==> config.mk <==
export PLATFORM = sky130hd
export DESIGN_NAME = i2c_eeprom_target
export DESIGN_NICKNAME = d
export VERILOG_FILES = /design/src/rtl/eep_pkg.sv /design/src/rtl/eep_line_sync.sv /design/src/rtl/eep_store.sv /design/src/rtl/eep_proto.sv /design/src/rtl/i2c_eeprom_target.sv
export SDC_FILE = /design/constraint.sdc
export NUM_CORES = 2
export LEC_CHECK = 0
export BUFFER_PORTS_ARGS = -buffer_cell sky130_fd_sc_hd__buf_2
export CAP_MARGIN = 30
export CORE_ASPECT_RATIO = 1.1
export CORE_MARGIN = 5
export CORE_UTILIZATION = 45
export CTS_BUF_LIST = sky130_fd_sc_hd__clkbuf_2
export CTS_CLUSTER_SIZE = 12
export DETAILED_ROUTE_END_ITERATION = 16
export GPL_TIMING_DRIVEN = 0
export PLACE_DENSITY = 0.6
export SYNTH_ARGS = -nofsm -noshare
export SYNTH_HDL_FRONTEND = slang
export SYNTH_SLANG_ARGS = --single-unit
==> constraint.sdc <==
create_clock -name clk -period 4.4 [get_ports clk]
set_input_delay 0.22 -clock clk [delete_from_list [all_inputs] [get_ports clk]]
set_output_delay 0.22 -clock clk [all_outputs]
set_load 0.05 [all_outputs]
==> src/rtl/eep_pkg.sv <==
package eep_pkg;

    typedef enum logic [2:0] {
        ST_IDLE,
        ST_RX,
        ST_ACK,
        ST_TX,
        ST_HACK
    } st_e;

    typedef enum logic [1:0] {
        RX_DEV,
        RX_WORD,
        RX_DATA
    } rxk_e;

    typedef struct packed {
        logic scl;
        logic sda;
        logic rise;
        logic fall;
        logic start;
        logic stop;
    } bus_ev_t;

    localparam logic [3:0] DEV_TYPE = 4'b1010;

    // Upper select bits i (device bit i+1) compare with pins when i >= pb.
    function automatic logic dev_match(input logic [7:0] b, input logic [2:0] pins, input int pb);
        logic ok;
        ok = (b[7:4] == DEV_TYPE);
        for (int i = 0; i < 3; i++) begin
            if (i >= pb && b[i+1] != pins[i]) ok = 1'b0;
        end
        return ok;
    endfunction

    // Join page bits from the address byte with the word byte.
    function automatic logic [10:0] join_addr(input logic [2:0] pg, input logic [7:0] w, input int pb);
        logic [10:0] full;
        full = {pg, w};
        for (int i = 0; i < 3; i++) begin
            if (i >= pb) full[8+i] = 1'b0;
        end
        return full;
    endfunction

endpackage

==> src/rtl/eep_line_sync.sv <==
module eep_line_sync
    import eep_pkg::*;
#(
    parameter int STAGES = 2
) (
    input  logic    clk,
    input  logic    rst,
    input  logic    scl_i,
    input  logic    sda_i,
    output bus_ev_t ev
);
    logic [STAGES-1:0] scl_sh, sda_sh;
    logic scl_p, sda_p;
    logic scl_s, sda_s;

    assign scl_s = scl_sh[STAGES-1];
    assign sda_s = sda_sh[STAGES-1];

    always_ff @(posedge clk) begin
        if (rst) begin
            scl_sh <= '1;
            sda_sh <= '1;
            scl_p  <= 1'b1;
            sda_p  <= 1'b1;
        end else begin
            scl_sh <= {scl_sh[STAGES-2:0], scl_i};
            sda_sh <= {sda_sh[STAGES-2:0], sda_i};
            scl_p  <= scl_s;
            sda_p  <= sda_s;
        end
    end

    always_comb begin
        ev.scl   = scl_s;
        ev.sda   = sda_s;
        ev.rise  = scl_s & ~scl_p;
        ev.fall  = ~scl_s & scl_p;
        ev.start = scl_s & scl_p & sda_p & ~sda_s;
        ev.stop  = scl_s & scl_p & ~sda_p & sda_s;
    end
endmodule

==> src/rtl/eep_store.sv <==
module eep_store #(
    parameter int MEM_BYTES  = 256,
    parameter int PAGE_BYTES = 16,
    parameter int WR_CYCLES  = 20000,
    localparam int ADDR_W    = $clog2(MEM_BYTES),
    localparam int PAGE_AW   = $clog2(PAGE_BYTES),
    localparam int BW        = $clog2(WR_CYCLES + 1)
) (
    input  logic              clk,
    input  logic              rst,
    input  logic              buf_clr,
    input  logic              buf_we,
    input  logic [ADDR_W-1:0] buf_addr,
    input  logic [7:0]        buf_data,
    input  logic              commit,
    input  logic              wp,
    input  logic [ADDR_W-1:0] rd_addr,
    output logic [7:0]        rd_data,
    output logic              busy
);
    logic [7:0]                mem  [MEM_BYTES];
    logic [7:0]                pbuf [PAGE_BYTES];
    logic [PAGE_BYTES-1:0]     pvalid;
    logic [ADDR_W-PAGE_AW-1:0] base_q;
    logic [BW-1:0]             busy_cnt;

    assign busy    = (busy_cnt != '0);
    assign rd_data = mem[rd_addr];

    // Page buffer and busy counter
    always_ff @(posedge clk) begin
        if (rst) begin
            pvalid   <= '0;
            base_q   <= '0;
            busy_cnt <= '0;
        end else begin
            if (busy) busy_cnt <= busy_cnt - BW'(1);
            if (buf_clr) pvalid <= '0;
            if (buf_we) begin
                pbuf[buf_addr[PAGE_AW-1:0]]   <= buf_data;
                pvalid[buf_addr[PAGE_AW-1:0]] <= 1'b1;
                base_q                        <= buf_addr[ADDR_W-1:PAGE_AW];
            end
            if (commit) begin
                pvalid <= '0;
                if (|pvalid && !wp && !busy) busy_cnt <= BW'(WR_CYCLES);
            end
        end
    end

    // Array update: all buffered bytes at once on a committing stop
    always_ff @(posedge clk) begin
        if (!rst && commit && |pvalid && !wp && !busy) begin
            for (int i = 0; i < PAGE_BYTES; i++) begin
                if (pvalid[i]) mem[{base_q, PAGE_AW'(i)}] <= pbuf[i];
            end
        end
    end

    // a protected stop never starts the busy window
    p_wp_nobusy_r10: assert property (@(posedge clk) disable iff (rst)
        (commit && wp && !busy) |=> !busy);
endmodule

==> src/rtl/eep_proto.sv <==
module eep_proto
    import eep_pkg::*;
#(
    parameter int MEM_BYTES  = 256,
    parameter int PAGE_BYTES = 16,
    localparam int ADDR_W    = $clog2(MEM_BYTES),
    localparam int PAGE_AW   = $clog2(PAGE_BYTES),
    localparam int PB        = ADDR_W - 8
) (
    input  logic              clk,
    input  logic              rst,
    input  bus_ev_t           ev,
    input  logic [2:0]        pins,
    input  logic              busy,
    input  logic [7:0]        rd_data,
    output logic              sda_pull,
    output logic              buf_clr,
    output logic              buf_we,
    output logic [ADDR_W-1:0] buf_addr,
    output logic [7:0]        buf_data,
    output logic              commit,
    output logic [ADDR_W-1:0] rd_addr
);
    st_e               st_q;
    rxk_e              kind_q;
    logic [7:0]        sh_q;
    logic [3:0]        cnt_q;
    logic              rd_q, hack_ok_q, oe_q;
    logic [2:0]        pg_q;
    logic [ADDR_W-1:0] addr_q;
    logic [10:0]       word_full;

    assign word_full = join_addr(pg_q, sh_q, PB);
    assign sda_pull  = oe_q;
    assign rd_addr   = addr_q;

    always_ff @(posedge clk) begin
        if (rst) begin
            st_q      <= ST_IDLE;
            kind_q    <= RX_DEV;
            sh_q      <= '0;
            cnt_q     <= '0;
            rd_q      <= 1'b0;
            hack_ok_q <= 1'b0;
            oe_q      <= 1'b0;
            pg_q      <= '0;
            addr_q    <= '0;
            buf_clr   <= 1'b0;
            buf_we    <= 1'b0;
            buf_addr  <= '0;
            buf_data  <= '0;
            commit    <= 1'b0;
        end else begin
            buf_we  <= 1'b0;
            buf_clr <= ev.start;
            commit  <= ev.stop;
            if (ev.start) begin
                st_q   <= ST_RX;
                kind_q <= RX_DEV;
                cnt_q  <= '0;
                oe_q   <= 1'b0;
            end else if (ev.stop) begin
                st_q <= ST_IDLE;
                oe_q <= 1'b0;
            end else begin
                case (st_q)
                    ST_RX: begin
                        if (ev.rise && cnt_q < 4'd8) begin
                            sh_q  <= {sh_q[6:0], ev.sda};
                            cnt_q <= cnt_q + 4'd1;
                        end else if (ev.fall && cnt_q == 4'd8) begin
                            cnt_q <= '0;
                            case (kind_q)
                                RX_DEV: begin
                                    if (dev_match(sh_q, pins, PB) && !busy) begin
                                        rd_q <= sh_q[0];
                                        pg_q <= sh_q[3:1];
                                        oe_q <= 1'b1;
                                        st_q <= ST_ACK;
                                    end else begin
                                        st_q <= ST_IDLE;
                                    end
                                end
                                RX_WORD: begin
                                    addr_q <= word_full[ADDR_W-1:0];
                                    oe_q   <= 1'b1;
                                    st_q   <= ST_ACK;
                                end
                                default: begin
                                    buf_we   <= 1'b1;
                                    buf_addr <= addr_q;
                                    buf_data <= sh_q;
                                    addr_q   <= {addr_q[ADDR_W-1:PAGE_AW],
                                                 addr_q[PAGE_AW-1:0] + PAGE_AW'(1)};
                                    oe_q     <= 1'b1;
                                    st_q     <= ST_ACK;
                                end
                            endcase
                        end
                    end
                    ST_ACK: begin
                        if (ev.fall) begin
                            cnt_q <= '0;
                            if (kind_q == RX_DEV && rd_q) begin
                                st_q <= ST_TX;
                                sh_q <= rd_data;
                                oe_q <= ~rd_data[7];
                            end else begin
                                st_q   <= ST_RX;
                                oe_q   <= 1'b0;
                                kind_q <= (kind_q == RX_DEV) ? RX_WORD : RX_DATA;
                            end
                        end
                    end
                    ST_TX: begin
                        if (ev.fall) begin
                            if (cnt_q == 4'd7) begin
                                oe_q   <= 1'b0;
                                addr_q <= addr_q + ADDR_W'(1);
                                st_q   <= ST_HACK;
                            end else begin
                                sh_q  <= {sh_q[6:0], 1'b0};
                                oe_q  <= ~sh_q[6];
                                cnt_q <= cnt_q + 4'd1;
                            end
                        end
                    end
                    ST_HACK: begin
                        if (ev.rise) begin
                            hack_ok_q <= ~ev.sda;
                        end else if (ev.fall) begin
                            if (hack_ok_q) begin
                                st_q  <= ST_TX;
                                sh_q  <= rd_data;
                                oe_q  <= ~rd_data[7];
                                cnt_q <= '0;
                            end else begin
                                st_q <= ST_IDLE;
                            end
                        end
                    end
                    default: ;
                endcase
            end
        end
    end

    // never acknowledging a device address while the write cycle runs
    p_nack_busy_r6: assert property (@(posedge clk) disable iff (rst)
        (st_q == ST_ACK && kind_q == RX_DEV) |-> !busy);
    // the pull changes only with SCL low
    p_oe_scl_low_r11: assert property (@(posedge clk) disable iff (rst)
        !$stable(oe_q) |-> !ev.scl);
    // SDA stays released while an address byte arrives
    p_addr_rx_free_r1: assert property (@(posedge clk) disable iff (rst)
        (st_q == ST_RX && kind_q == RX_DEV) |-> !oe_q);
    // SDA released during the host's answer to a read byte
    p_hack_free_r8: assert property (@(posedge clk) disable iff (rst)
        (st_q == ST_HACK) |-> !oe_q);
endmodule

==> src/rtl/i2c_eeprom_target.sv <==
module i2c_eeprom_target
    import eep_pkg::*;
#(
    parameter int MEM_BYTES   = 256,
    parameter int PAGE_BYTES  = 16,
    parameter int WR_CYCLES   = 20000,
    parameter int SYNC_STAGES = 2,
    localparam int ADDR_W     = $clog2(MEM_BYTES)
) (
    input  logic       clk,
    input  logic       rst,
    input  logic       scl_i,
    input  logic       sda_i,
    input  logic [2:0] sel_pins,
    input  logic       wr_protect,
    output logic       sda_pull
);
    bus_ev_t           ev;
    logic              buf_clr, buf_we, commit, busy;
    logic [ADDR_W-1:0] buf_addr, rd_addr;
    logic [7:0]        buf_data, rd_data;

    eep_line_sync #(.STAGES(SYNC_STAGES)) sync_i (
        .clk(clk), .rst(rst), .scl_i(scl_i), .sda_i(sda_i), .ev(ev)
    );

    eep_proto #(.MEM_BYTES(MEM_BYTES), .PAGE_BYTES(PAGE_BYTES)) proto_i (
        .clk(clk), .rst(rst), .ev(ev), .pins(sel_pins), .busy(busy),
        .rd_data(rd_data), .sda_pull(sda_pull), .buf_clr(buf_clr),
        .buf_we(buf_we), .buf_addr(buf_addr), .buf_data(buf_data),
        .commit(commit), .rd_addr(rd_addr)
    );

    eep_store #(.MEM_BYTES(MEM_BYTES), .PAGE_BYTES(PAGE_BYTES), .WR_CYCLES(WR_CYCLES)) store_i (
        .clk(clk), .rst(rst), .buf_clr(buf_clr), .buf_we(buf_we),
        .buf_addr(buf_addr), .buf_data(buf_data), .commit(commit),
        .wp(wr_protect), .rd_addr(rd_addr), .rd_data(rd_data), .busy(busy)
    );
endmodule

==> results.yml <==
status:
  status: "complete, but fails checks"
  violations: "setup timing"
clocking:
  h-tree-depth: 6
  cts_tree: "yes"
  worstSkewPairLatency_ns: 2.04
  clkTransAtPathRegs_ns: 0.12
  root_buffer: "clkbuf_2"
  clk_path_buf_depth: 4
  clock_sinks: 2264
  numCtsBuffers: 568
synth:
  yosys-top-cells-area: "edfxtp_1, mux4_2, mux2i_1"
  synth_area_sq_um: 87800
  synth-main-ff-cell: "edfxtp_1"
  synth.top_cell.area_share: 0.745
  synth_nets: 4255
  synth_top_area_cell: "edfxtp_1"
  yosysWarningCount: 0
  ys_ff_latch: 2264
  synth_edf_count: 2176
  synth_cells: 4243
  postSynth.asyncResetShare: 0
  ys_types: 80
  syn_avg_cell_area_sq_um: 20.7
  ys_seq_area_frac: 0.765
timing:
  maxSlewHeadroom: 0.0590
  worstMarginPinSlew_ns: 1.41
  setup_ws_ns: -0.297
  maxSlewViolCount: 0
  setup_viol: 12
  final.min_clock_period_ns: 4.70
  rsz0062_at_grt: "true"
  post-route-period-util: 1.07
  hold_violations: 0
  max_freq_mhz: 213
  whs_ns: 0.339
  finClkSkew_ns: 0.213
global_route:
  antenna_found_initial: 50
  grt_pass1_vias: 51600
  grt_max_degree: 18
  grt_overflow: 0
  grt_first_pass_wirelength_um: 529000
  grt_usage: 0.408
finish:
  final_area_sq_um: 102000
  fin_nets: 5062
  final_common_cell: "edfxtp_1"
  drive_gt1_frac: 0.358
  synthToLayoutAreaGrowth_pct: 16.1
  final_cell_mix: "edfxtp_1, clkbuf_2, mux4_2"
pwr:
  peakVddDrop_mv: 0.274
  p_leak_nw: 32.3
  power_density_nw_per_um2: 372
critical_path:
  cp_max_fo: 10
  cp-end-kind: "register"
  cp-start-kind: "register"
  path_cells: "clkbuf_1, buf_2, nand3_1, clkbuf_1, buf_8, o221ai_1, a21oi_2, a31oi_1, nand2_1, a311oi_1"
  rr_endpoint: "proto_i.sh_q[0]"
  critPathMaxStageDelay_ns: 0.90
  r2r_slack_ns: -0.30
  critical-path-slowest-cell: "nand3_1"
  critical_path_arrival_ns: 6.58
  required_ns: 6.29
  critPathKind: "reg2reg"
  reg2reg_depth: 10
  regToRegStartpoint: "proto_i.rd_addr[3]"
  timing.critical_path.mode_cell: "clkbuf_1"
drt:
  routed_wl_um: 418000
  dr.pass1.iters: 8
  routedWlPerCell_um: 52.1
  ant_nets: 0
  drt_iter0_markers: 10800
  dr_total_vias: 56000
  route.detailed.drc: 0
  via_per_inst: 6.97
floorplanning:
  dieArea_sq_um: 204000
  die_h_um: 473
  chipWidth_um: 431
  rows: 170
  core-area_sq_um: 195000
  start_util: 0.451
  pin_count: 9
placed_design:
  place.gp.congestion: 1.06
  placed_area_sq_um: 95200
  io_buffers: 8
  post-dp-hpwl_um: 296000
hold_path:
  min_path_type: "in2reg"
  min_from: "wr_protect"
  holdPathEnd: "store_i.busy_cnt[11]"
  holdPathStages: 6
flow_run:
  max_cap_viol_count: 0
[area by class of cell]
class	count	area, sq um
Fill cell	15500	92700
Sequential cell	2264	67100
Multi-Input combinational cell	1722	19900
Timing Repair Buffer	240	4710
Clock buffer	790	3950
Tap cell	2580	3230
Buffer	238	2050
Clock inverter	138	807
Antenna cell	43	108
Inverter	16	61.3
[Yosys cell counts (all sizes together) (6+ instances only)]
cell type / instances
a221oi: 19
nand2: 108
xnor2: 14
nand3: 28
mux2: 16
o211ai: 14
o31ai: 12
a31oi: 11
o21ai: 48
a2111oi: 11
clkbuf: 93
and3: 6
mux2i: 205
edfxtp: 2176
nor2: 374
or2: 10
o221ai: 21
buf: 148
or3: 10
dfxtp: 88
nand2b: 12
mux4: 503
nor3: 21
a22o: 7
a21oi: 54
nor3b: 6
a22oi: 34
nand3b: 6
inv: 13
nor2b: 20
a211oi: 16
nand4: 6
o22ai: 33
nor4: 12
[routing by layer]
metal | GRT usage | up-vias | part of all wire
met5 | 0 | - | 0.00059
met4 | 0.281 | 24 | 0.086
met3 | 0.189 | 1293 | 0.16
met2 | 0.573 | 6102 | 0.42
met1 | 0.501 | 29000 | 0.33
li1 | - | 19500 | -
[how the worst max path moves through the flow]
| stage | start | to | slack [ns] | depth (start not counted) |
|---|---|---|---|---|
| 3_3_place_gp | proto_i.rd_addr[1] | proto_i.sh_q[0] | -4.63 | 9 |
| 6_report | proto_i.rd_addr[3] | proto_i.sh_q[0] | -0.30 | 10 |
| 3_5_place_dp | proto_i.rd_addr[1] | proto_i.sh_q[5] | -2.28 | 11 |
| 5_1_grt | proto_i.rd_addr[1] | proto_i.sda_pull | -0.13 | 13 |
| 2_1_floorplan | store_i.busy_cnt[8] | store_i.mem[101][0] | 1.20 | 9 |
| 4_1_cts | proto_i.rd_addr[1] | proto_i.sh_q[5] | -0.18 | 13 |
[report_power, final]
group / switching, mW / internal, mW
Sequential: 0.0543 / 23.3
Clock: 8.76 / 5.36
Combinational: 0.233 / 0.209
[state kept, by name, indices dropped and copies added, names as in the netlist, 2 cells and up]
register,cells
proto_i.buf_addr,8
store_i.busy_cnt,15
store_i.pbuf,128
store_i.base_q,4
proto_i.rd_addr,8
sync_i.sda_sh,2
proto_i.st_q,3
sync_i.scl_sh,2
proto_i.kind_q,2
proto_i.cnt_q,4
store_i.mem,2048
proto_i.sh_q,8
store_i.pvalid,16
proto_i.buf_data,8
[critical path: cells and delay by family (launching register included)]
kind | cells | cell delay [ns]
simple gates | 2 | 1.25
compound gates | 4 | 0.95
buf+inv | 4 | 1.82
flops | 1 | 0.55
[metrics by stage]
step / cells / setup slack, ns / utilization / setup TNS, ns / power (mW)
3_5_place_dp: 7014 / -2.28 / 0.489 / -35.19 / 24.2
3_3_place_gp: 6831 / -4.63 / 0.468 / -52.02 / 24.2
6_report: 8031 / -0.297 / 0.524 / -1.90 / 37.9
5_1_grt: 7991 / -0.126 / 0.523 / -0.560 / 39.0
2_1_floorplan: 4243 / 1.20 / - / 0 / 24.2
4_1_cts: 7967 / -0.179 / 0.521 / -1.52 / 37.7
[cell families (layout without fill, tap and decap cells)]
kind of cell	Yosys count	in the layout	share of synthesized area
compound gates	334	334	0.0268
mux	724	724	0.155
fa+ha+maj	4	4	0.000570
simple gates	642	642	0.0363
buf+inv	257	1422	0.0155
flops	2264	2264	0.765
xor+xnor	18	18	0.00180
other cells	0	43	0
[timing repair]
item / in CTS / in global routing
gates resized for setup: 336 / 43
setup endpoints to repair: 308 / 56
cloned: 0 / 0
endpoints found under the hold margin: 1820 / 0
pin swaps: 4 / 3
hold buffers: 26 / 0
setup buffers: 0 / 0
Note: power is estimated with default switching activity, not from simulation.
